[src/rtl/i2cs_pkg.sv]
`timescale 1ns/1ps
package i2cs_pkg;

    localparam int BYTE_W = 8;
    localparam int ADDR_W = 7;
    localparam int CNT_W  = $clog2(BYTE_W + 1);

    localparam logic SEL_CTRL = 1'b0;
    localparam logic SEL_DATA = 1'b1;

    typedef enum logic [3:0] {
        LK_IDLE,
        LK_ADDR,
        LK_ADDR_ACK,
        LK_RX_DATA,
        LK_RX_HOLD,
        LK_RX_ACK,
        LK_TX_WAIT,
        LK_TX_DATA,
        LK_TX_ACK
    } link_state_t;

    typedef struct packed {
        logic scl;
        logic sda;
        logic scl_rise;
        logic scl_fall;
        logic start;
        logic stop;
    } bus_view_t;

    typedef struct packed {
        logic              push;
        logic              first;
        logic [BYTE_W-1:0] data;
    } rx_evt_t;

    typedef struct packed {
        logic fbr;
        logic treq;
        logic rreq;
    } status_t;

    function automatic logic addr_hit(logic [BYTE_W-1:0] frame, logic [ADDR_W-1:0] own);
        return frame[BYTE_W-1:1] == own;
    endfunction

    function automatic logic [BYTE_W-1:0] status_word(status_t s);
        return {{(BYTE_W-3){1'b0}}, s};
    endfunction

endpackage

[src/rtl/i2cs_line_sync.sv]
`timescale 1ns/1ps
module i2cs_line_sync
    import i2cs_pkg::*;
#(
    parameter int STAGES = 2
) (
    input  logic      clk,
    input  logic      rst,
    input  logic      scl_i,
    input  logic      sda_i,
    output bus_view_t view
);
    localparam int TOP = STAGES - 1;

    logic [TOP:0] scl_sh, sda_sh;
    logic         scl_d, sda_d;
    logic         scl_now, sda_now;

    always_ff @(posedge clk) begin
        if (rst) begin
            scl_sh <= '1;
            sda_sh <= '1;
            scl_d  <= 1'b1;
            sda_d  <= 1'b1;
        end else begin
            scl_sh <= {scl_sh[TOP-1:0], scl_i};
            sda_sh <= {sda_sh[TOP-1:0], sda_i};
            scl_d  <= scl_now;
            sda_d  <= sda_now;
        end
    end

    assign scl_now = scl_sh[TOP];
    assign sda_now = sda_sh[TOP];

    always_comb begin
        view.scl      = scl_now;
        view.sda      = sda_now;
        view.scl_rise = scl_now & ~scl_d;
        view.scl_fall = ~scl_now & scl_d;
        view.start    = scl_now & scl_d & sda_d & ~sda_now;
        view.stop     = scl_now & scl_d & ~sda_d & sda_now;
    end

endmodule

[src/rtl/i2cs_link.sv]
`timescale 1ns/1ps
module i2cs_link
    import i2cs_pkg::*;
(
    input  logic              clk,
    input  logic              rst,
    input  logic              en,
    input  logic [ADDR_W-1:0] own_addr,
    input  bus_view_t         bv,
    input  logic              rreq,
    input  logic              treq,
    input  logic [BYTE_W-1:0] tx_byte,
    output logic              scl_oe,
    output logic              sda_oe,
    output rx_evt_t           rx,
    output logic              tx_set
);
    link_state_t       st_q, st_n;
    logic [BYTE_W-1:0] sh_q, sh_n;
    logic [CNT_W-1:0]  cnt_q, cnt_n;
    logic              fp_q, fp_n;
    logic              mack_q, mack_n;

    always_ff @(posedge clk) begin
        if (rst) begin
            st_q   <= LK_IDLE;
            sh_q   <= '0;
            cnt_q  <= '0;
            fp_q   <= 1'b0;
            mack_q <= 1'b0;
        end else begin
            st_q   <= st_n;
            sh_q   <= sh_n;
            cnt_q  <= cnt_n;
            fp_q   <= fp_n;
            mack_q <= mack_n;
        end
    end

    always_comb begin
        st_n   = st_q;
        sh_n   = sh_q;
        cnt_n  = cnt_q;
        fp_n   = fp_q;
        mack_n = mack_q;
        rx     = '{push: 1'b0, first: fp_q, data: sh_q};
        tx_set = 1'b0;
        if (!en) begin
            st_n = LK_IDLE;
            fp_n = 1'b0;
        end else if (bv.start) begin
            st_n  = LK_ADDR;
            cnt_n = '0;
        end else if (bv.stop) begin
            st_n = LK_IDLE;
        end else begin
            unique case (st_q)
                LK_IDLE: ;
                LK_ADDR, LK_RX_DATA: begin
                    if (bv.scl_rise && cnt_q < CNT_W'(BYTE_W)) begin
                        sh_n  = {sh_q[BYTE_W-2:0], bv.sda};
                        cnt_n = cnt_q + 1'b1;
                    end else if (bv.scl_fall && cnt_q == CNT_W'(BYTE_W)) begin
                        if (st_q == LK_RX_DATA) begin
                            st_n = LK_RX_HOLD;
                        end else if (addr_hit(sh_q, own_addr)) begin
                            st_n = LK_ADDR_ACK;
                            fp_n = ~sh_q[0];
                        end else begin
                            st_n = LK_IDLE;
                        end
                    end
                end
                LK_ADDR_ACK: begin
                    if (bv.scl_fall) begin
                        cnt_n = '0;
                        if (sh_q[0]) begin
                            st_n   = LK_TX_WAIT;
                            tx_set = 1'b1;
                        end else begin
                            st_n = LK_RX_DATA;
                        end
                    end
                end
                LK_RX_HOLD: begin
                    if (!rreq) begin
                        rx.push = 1'b1;
                        fp_n    = 1'b0;
                        st_n    = LK_RX_ACK;
                    end
                end
                LK_RX_ACK: begin
                    if (bv.scl_fall) begin
                        st_n  = LK_RX_DATA;
                        cnt_n = '0;
                    end
                end
                LK_TX_WAIT: begin
                    if (!treq) begin
                        sh_n  = tx_byte;
                        cnt_n = '0;
                        st_n  = LK_TX_DATA;
                    end
                end
                LK_TX_DATA: begin
                    if (bv.scl_fall) begin
                        sh_n  = {sh_q[BYTE_W-2:0], 1'b0};
                        cnt_n = cnt_q + 1'b1;
                        if (cnt_q == CNT_W'(BYTE_W - 1)) st_n = LK_TX_ACK;
                    end
                end
                LK_TX_ACK: begin
                    if (bv.scl_rise) begin
                        mack_n = ~bv.sda;
                    end else if (bv.scl_fall) begin
                        if (mack_q) begin
                            st_n   = LK_TX_WAIT;
                            tx_set = 1'b1;
                        end else begin
                            st_n = LK_IDLE;
                        end
                    end
                end
                default: st_n = LK_IDLE;
            endcase
        end
    end

    assign scl_oe = en && ((st_q == LK_RX_HOLD && rreq) || st_q == LK_TX_WAIT);
    assign sda_oe = en && (st_q == LK_ADDR_ACK || st_q == LK_RX_HOLD ||
                           st_q == LK_RX_ACK || (st_q == LK_TX_DATA && !sh_q[BYTE_W-1]));

    // the target only moves SDA while the synchronized SCL is low
    a_r4_sda_moves_low: assert property (@(posedge clk) disable iff (rst || !en)
        (sda_oe != $past(sda_oe)) |-> !bv.scl);

    // a disabled target drops back to idle
    a_r12_idle_when_off: assert property (@(posedge clk) disable iff (rst)
        !en |=> (st_q == LK_IDLE));

    // a NACK after a sent byte releases the bus without a new request
    a_r10_nack_release: assert property (@(posedge clk) disable iff (rst || !en)
        (st_q == LK_TX_ACK && bv.scl_fall && !mack_q) |=> (!scl_oe && st_q == LK_IDLE));

endmodule

[src/rtl/i2cs_host_regs.sv]
`timescale 1ns/1ps
module i2cs_host_regs
    import i2cs_pkg::*;
(
    input  logic              clk,
    input  logic              rst,
    input  logic              wr,
    input  logic              rd,
    input  logic              sel,
    input  logic [BYTE_W-1:0] wdata,
    input  rx_evt_t           rx,
    input  logic              tx_set,
    output logic              en,
    output status_t           status,
    output logic [BYTE_W-1:0] data_q,
    output logic [BYTE_W-1:0] rdata
);
    logic wr_ctrl, wr_data, rd_data;

    assign wr_ctrl = wr && sel == SEL_CTRL;
    assign wr_data = wr && sel == SEL_DATA;
    assign rd_data = rd && sel == SEL_DATA;

    always_ff @(posedge clk) begin
        if (rst) begin
            en     <= 1'b0;
            status <= '0;
            data_q <= '0;
        end else begin
            if (wr_ctrl) en <= wdata[0];
            if (wr_data)      data_q <= wdata;
            else if (rx.push) data_q <= rx.data;
            if (!en || (wr_ctrl && !wdata[0])) begin
                status <= '0;
            end else begin
                if (rx.push) begin
                    status.rreq <= 1'b1;
                    status.fbr  <= rx.first;
                end else if (rd_data) begin
                    status.rreq <= 1'b0;
                    status.fbr  <= 1'b0;
                end
                if (tx_set)       status.treq <= 1'b1;
                else if (wr_data) status.treq <= 1'b0;
            end
        end
    end

    assign rdata = (sel == SEL_DATA) ? data_q : status_word(status);

    // the first-byte flag never stands without a receive request
    a_r6_fbr_needs_rreq: assert property (@(posedge clk) disable iff (rst)
        status.fbr |-> status.rreq);

    // a data read with no new byte arriving clears both receive flags
    a_r5_read_clears: assert property (@(posedge clk) disable iff (rst)
        (rd_data && !rx.push) |=> (!status.rreq && !status.fbr));

    // a data write with no new request clears the transmit request
    a_r9_write_clears: assert property (@(posedge clk) disable iff (rst)
        (wr_data && !tx_set) |=> !status.treq);

endmodule

[src/rtl/i2cs_target.sv]
`timescale 1ns/1ps
module i2cs_target
    import i2cs_pkg::*;
#(
    parameter int SYNC_STAGES = 2
) (
    input  logic        clk,
    input  logic        rst,
    input  logic [6:0]  own_addr,
    input  logic        scl_i,
    input  logic        sda_i,
    output logic        scl_oe,
    output logic        sda_oe,
    input  logic        reg_wr,
    input  logic        reg_rd,
    input  logic        reg_sel,
    input  logic [7:0]  reg_wdata,
    output logic [7:0]  reg_rdata
);
    bus_view_t         bv;
    rx_evt_t           rx;
    status_t           status;
    logic              en, tx_set;
    logic [BYTE_W-1:0] data_q;

    i2cs_line_sync #(.STAGES(SYNC_STAGES)) u_sync (
        .clk   (clk),
        .rst   (rst),
        .scl_i (scl_i),
        .sda_i (sda_i),
        .view  (bv)
    );

    i2cs_link u_link (
        .clk      (clk),
        .rst      (rst),
        .en       (en),
        .own_addr (own_addr),
        .bv       (bv),
        .rreq     (status.rreq),
        .treq     (status.treq),
        .tx_byte  (data_q),
        .scl_oe   (scl_oe),
        .sda_oe   (sda_oe),
        .rx       (rx),
        .tx_set   (tx_set)
    );

    i2cs_host_regs u_regs (
        .clk    (clk),
        .rst    (rst),
        .wr     (reg_wr),
        .rd     (reg_rd),
        .sel    (reg_sel),
        .wdata  (reg_wdata),
        .rx     (rx),
        .tx_set (tx_set),
        .en     (en),
        .status (status),
        .data_q (data_q),
        .rdata  (reg_rdata)
    );

    // a new byte is never stored over one the host has not read
    a_r8_no_overwrite: assert property (@(posedge clk) disable iff (rst)
        rx.push |-> !status.rreq);

    // an outstanding transmit request always holds SCL low
    a_r9_tx_stretch: assert property (@(posedge clk) disable iff (rst)
        status.treq |-> scl_oe);

endmodule

[config.mk]
export PLATFORM = sky130hd
export DESIGN_NAME = i2cs_target
export DESIGN_NICKNAME = d
export VERILOG_FILES = /design/src/rtl/i2cs_pkg.sv /design/src/rtl/i2cs_line_sync.sv /design/src/rtl/i2cs_link.sv /design/src/rtl/i2cs_host_regs.sv /design/src/rtl/i2cs_target.sv
export SDC_FILE = /design/constraint.sdc
export NUM_CORES = 1
export LEC_CHECK = 0
export ABC_AREA = 1
export ABC_CLOCK_PERIOD_IN_PS = 1950
export BUFFER_PORTS_ARGS = -buffer_cell sky130_fd_sc_hd__buf_2
export CAP_MARGIN = 20
export CELL_PAD_IN_SITES_DETAIL_PLACEMENT = 0
export CELL_PAD_IN_SITES_GLOBAL_PLACEMENT = 1
export CORE_ASPECT_RATIO = 1.4
export CORE_MARGIN = 4
export CORE_UTILIZATION = 30
export CTS_BUF_LIST = sky130_fd_sc_hd__clkbuf_4 sky130_fd_sc_hd__clkbuf_8 sky130_fd_sc_hd__clkbuf_16
export DETAILED_ROUTE_END_ITERATION = 10
export MAX_ROUTING_LAYER = met4
export PLACE_DENSITY_LB_ADDON = 0.1
export SYNTH_ARGS = -nofsm -noshare
export SYNTH_HDL_FRONTEND = slang
export SYNTH_SLANG_ARGS = --single-unit
[constraint.sdc]
create_clock -name clk -period 1.95 [get_ports clk]
set_input_delay 0.39 -clock clk [delete_from_list [all_inputs] [get_ports clk]]
set_output_delay 0.39 -clock clk [all_outputs]
set_load 0.005 [all_outputs]
After elaboration in Yosys (flattened, before gate mapping)
Index checks and enable logic that the tools add are counted.
Widths: inputs -> output; s select.
- add/sub/neg operators: 1
- multipliers: 0
- divide/modulo/power cells: 0
- $lt $le $gt $ge: 1
- eq/ne operators: 40
- shifts and indexed selects: 0
- muxes and demuxes: 56
- bitwise operators: 17
- reductions and logical operators: 36
- operators with widths (kind ; number):
    $mux 4 ; 17
    $mux 8 ; 6
    $pmux 4 s8 ; 1
    $mux 1 ; 25
    $ne 4x3->1 const B ; 6
    $pmux 8 s3 ; 1
    $reduce_and 11->1 ; 2
    $eq 4x3->1 const B ; 5
    $ne 2x1->1 const B ; 9
    $ne 4x4->1 const B ; 4
    $pmux 4 s4 ; 1
    $reduce_and 7->1 ; 2
    $logic_and 1x1->1 ; 10
    $ne 2x2->1 const B ; 5
    $not 1->1 ; 10
    $eq 4x2->1 const B ; 2
    $eq 4x4->1 const B ; 2
    $reduce_and 8->1 ; 1
    $reduce_bool 2->1 ; 4
    $reduce_or 2->1 ; 4
    $and 1x1->1 ; 7
    $eq 7x7->1 ; 1
    $mux 3 ; 2
    $ne 3x2->1 const B ; 2
    14 further kinds ; 22
- flip-flop bits (word level): 36
- latch bits: 0
- RAM bits: 0
- bits in read-only memories: 0
- output and inout bits: 10
- logic and storage cells: 166
- memories: 0

Depth between registers and ports, before layout
- word-level depth: 9
- mapped depth: 11
- depth with buffers taken out: 11

Hierarchy
Synthesis repeated with hierarchy kept, for this count alone.
- cell total of the unflattened synthesis: 365
- area total of the unflattened synthesis: 2308.5 um^2
- by module, submodules not included (module ; times used ; cells an instance ; area an instance (um^2)):
    i2cs_link ; 1 ; 227 ; 1406.3
    i2cs_host_regs ; 1 ; 112 ; 689.4
    i2cs_line_sync ; 1 ; 26 ; 212.7

Worst setup path after synthesis
No wires, ideal clock.
- path kind: reg2out
- start: register u_link.st_q[2]
- end: output scl_oe
- arrival: 0.962 ns
- data required time: 1.560 ns
- path slack: 0.598 ns
- cell stages (with the launch flop): 7
- path buffers: 0
- cell sequence: dfxtp_1 inv_1 nor2_4 nand2_2 inv_2 nand2_1 a21oi_1
- longest elaborated chain between the ends: 4
- elaborated cells between the ends (all ways): 5
- RTL lines (what ; RTL line ; source):
    from (decl) ; i2cs_link.sv:18 ; link_state_t st_q, st_n;
    from (signal assigned) ; i2cs_link.sv:32 ; st_q <= st_n;
    $eq 4x3->1 ; i2cs_link.sv:129 ; assign scl_oe = en && ((st_q == LK_RX_HOLD && rreq) || st_q == LK_TX_WAIT);
    $logic_and 1x1->1 ; i2cs_link.sv:129 ;
    $logic_or 1x1->1 (*) ; i2cs_link.sv:129 ;
    $logic_and 1x1->1 (*) ; i2cs_link.sv:129 ;
    to (decl) ; i2cs_target.sv:12 ; output logic scl_oe,
Every way passes the cells marked *; elsewhere a longest branch is shown, timed or not.

Final worst setup path
- start: register u_link.st_q[1]
- end: output scl_oe
Same word-level chain as after synthesis.

==> metrics.yaml <==
status: "finished, final reports clean"
grt_pass1_wl_um: 10600
seq_area_frac_synth_pct: 33.3
ys_ff_latch: 36
drive_gt1_share_pct: 18.4
irDropWorstVdd_uv: 419
totalWireLength_um: 6480
async_flop_share_pct: 0
post-route-min-period_ps: 1850
hold_path.class: "in2reg"
clockBufferDepth: 2
cts_tree: "built"
grt_max_degree: 17
synth_compound_area_share_pct: 14.3
postCtsSetupBuffers: 0
synth_ff_type: "dfxtp_1"
numCtsBuffers: 5
relSlewSlack_pct: 66.9
worstPathRequired_ps: 1560
yosys_warnings: 0
antenna_cells: 0
n_fill_cell: 803
setup_tns_ps: 0
synth-simple-area-share_pct: 37.8
route.detailed.drc: 0
dieHeight_um: 109
synth_edf_count: 0
post_cts_resized: 3
ys_types: 28
coreArea_sq_um: 6980
drtIter0Drc: 86
ios: 32
drtPass1Iterations: 4
syn2layout_area_growth_pct: 18.7
fin_util_pct: 36.8
grt-ovfl-total: 0
path_max_fanout: 7
muxShareOfSynthArea_pct: 0
cts-root-buf: "clkbuf_8"
synth_area_sq_um: 2160
arrival_ps: 1460
vias: 2197
rows: 36
synth_area_per_cell_sq_um: 6.22
worstSetupPathType: "reg2out"
routedWlPerCell_um: 13.5
synthXorXnorAreaFrac_pct: 3.24
gp_congestion: 0.845
portBuffers: 31
final_hold_viol_count: 0
rsz0062_at_grt: "no"
synth_top_family_by_area: "simple AND/OR/NAND/NOR gates"
insertion_delay_ps: 290
tightest_slew_ps: 496
crit_path_start_kind: "flop"
cts_sinks: 36
vias_per_cell: 4.57
syn_nets: 372
die_w_um: 79.8
dieArea_sq_um: 8660
htree_num_levels: 2
cts_hold_buf: 0
crit_path_end_kind: "output port"
drv_slew: 0
first_global_vias: 2172
synthAdderAreaFrac_pct: 1.16
fin_nets: 409
ant_nets: 0
start_util_pct: 31.0
p_per_area_nw_per_um2: 601
clock.fmax_mhz: 540
antenna_found_initial: 0
min_period_over_period_pct: 94.9
clk_pin_slew_ps: 80
synthCells: 348
grt_usage_pct: 16.4
setup_viol: 0
power_leakage_nw: 1.21
drv_cap: 0
dpl.hpwl_um: 5240
skew_ps: 4.59
[power by group]
group / switching (mW) / internal (mW)
logic: 0.0730 / 0.0473
registers: 0.00876 / 0.743
clock network: 0.277 / 0.394
total: 0.359 / 1.18
[through the flow]
stage,cell area [sq um],setup WS (ps),total power [mW],std cells,hold slack [ps]
final,2570,99.6,1.54,481,279
after global routing,2570,7.43,1.61,481,271
after CTS,2560,1.21,1.57,481,267
after detailed placement,2450,243,0.893,473,397
after global placement,2450,208,0.894,473,391
after floorplan,2160,598,0.838,348,389
[cell usage after synthesis (4+ instances only)]
cell     count  share of area [%]
a21oi_1     28                6.5
nand4_1      4                1.2
inv_1       45                7.8
nor2_1      44                7.6
nand3_1     29                6.7
o21ai_0     29                6.7
or2_2        4                1.2
nand2_1     88                 15
dfxtp_1     36                 33
xnor2_1      7                2.8
nand2_2      5                1.4
[cells by family (layout without fill, tap and decap cells)]
family                   after synthesis  after routing
AND/OR/NAND/NOR                      186            186
AO/OA/AOI/OAI                         61             61
buffers and inverters                 55             93
adder cells (fa/ha/maj)                2              2
flip-flops                            36             36
XOR/XNOR                               8              8
[cell usage in the layout (no fill, tap or decap)]
cell type  count
xor2_1         1
nand2_2        5
inv_1         44
buf_2         31
bufinv_16      1
o21ai_1        2
clkbuf_4       1
dfxtp_1       33
nor4_1         1
nor3_1         3
nand2_1       88
nor2_1        42
nand3_2        1
or2_2          4
dfxtp_4        1
inv_2          3
nand4_1        4
nor2_4         2
nand4_2        1
xnor2_1        7
o21ai_0       29
ha_1           2
nor2_2         5
nand3_1       29
a21oi_1       28
clkbuf_8       5
nand2_4        1
buf_4          7
dfxtp_2        2
clkinv_2       1
a211oi_1       2
[critical path, stage by stage (launching register included)]
cell and delay (ps):
dfxtp_2 360, nor2_2 230, nand2_2 120, inv_2 100
nand2_1 80, a21oi_1 150, buf_2 140
[state kept, by name (all words and copies together), names as in the netlist]
signal         flops
u_link.cnt_q       4
u_link.fp_q        1
u_link.mack_q      1
u_link.sh_q        8
u_link.st_q        4
u_regs.data_q      8
u_regs.en          1
u_regs.status      3
u_sync.scl_d       1
u_sync.scl_sh      2
u_sync.sda_d       1
u_sync.sda_sh      2
[routing by layer]
metal  track usage [%]  up-vias  part of all wire (%)
li1                  -     1175                     -
met1              17.3      978                    41
met2              30.5       33                    54
met3              2.17       11                   2.3
met4              6.64        0                   2.5
met5                 -        -                     0
[worst paths after layout]
check / start / end / slack, ps / cells after the start
setup / recovery: u_link.st_q[1]$_SDFFE_PP0P_ / scl_oe / 100 / 6
hold reg to reg: u_sync.sda_sh[0]$_SDFF_PP1_ / u_sync.sda_sh[1]$_SDFF_PP1_ / 410 / 1
hold / removal: scl_i / u_sync.scl_sh[0]$_SDFF_PP1_ / 280 / 2
setup reg to reg: u_link.st_q[3]$_SDFFE_PP0P_ / u_link.sh_q[1]$_SDFFE_PP0P_ / 320 / 9
[cell type report]
class	instances	area (sq um)	area share [%]
flip-flops and latches	36	727	28.3
inverters	47	176	6.86
clock buffers	6	76.3	2.97
repair buffers	38	208	8.08
clock inverters	2	35.0	1.36
multi-input cells	257	1230	47.8
well taps	95	119	4.63
(Power assumes the default switching activity.)
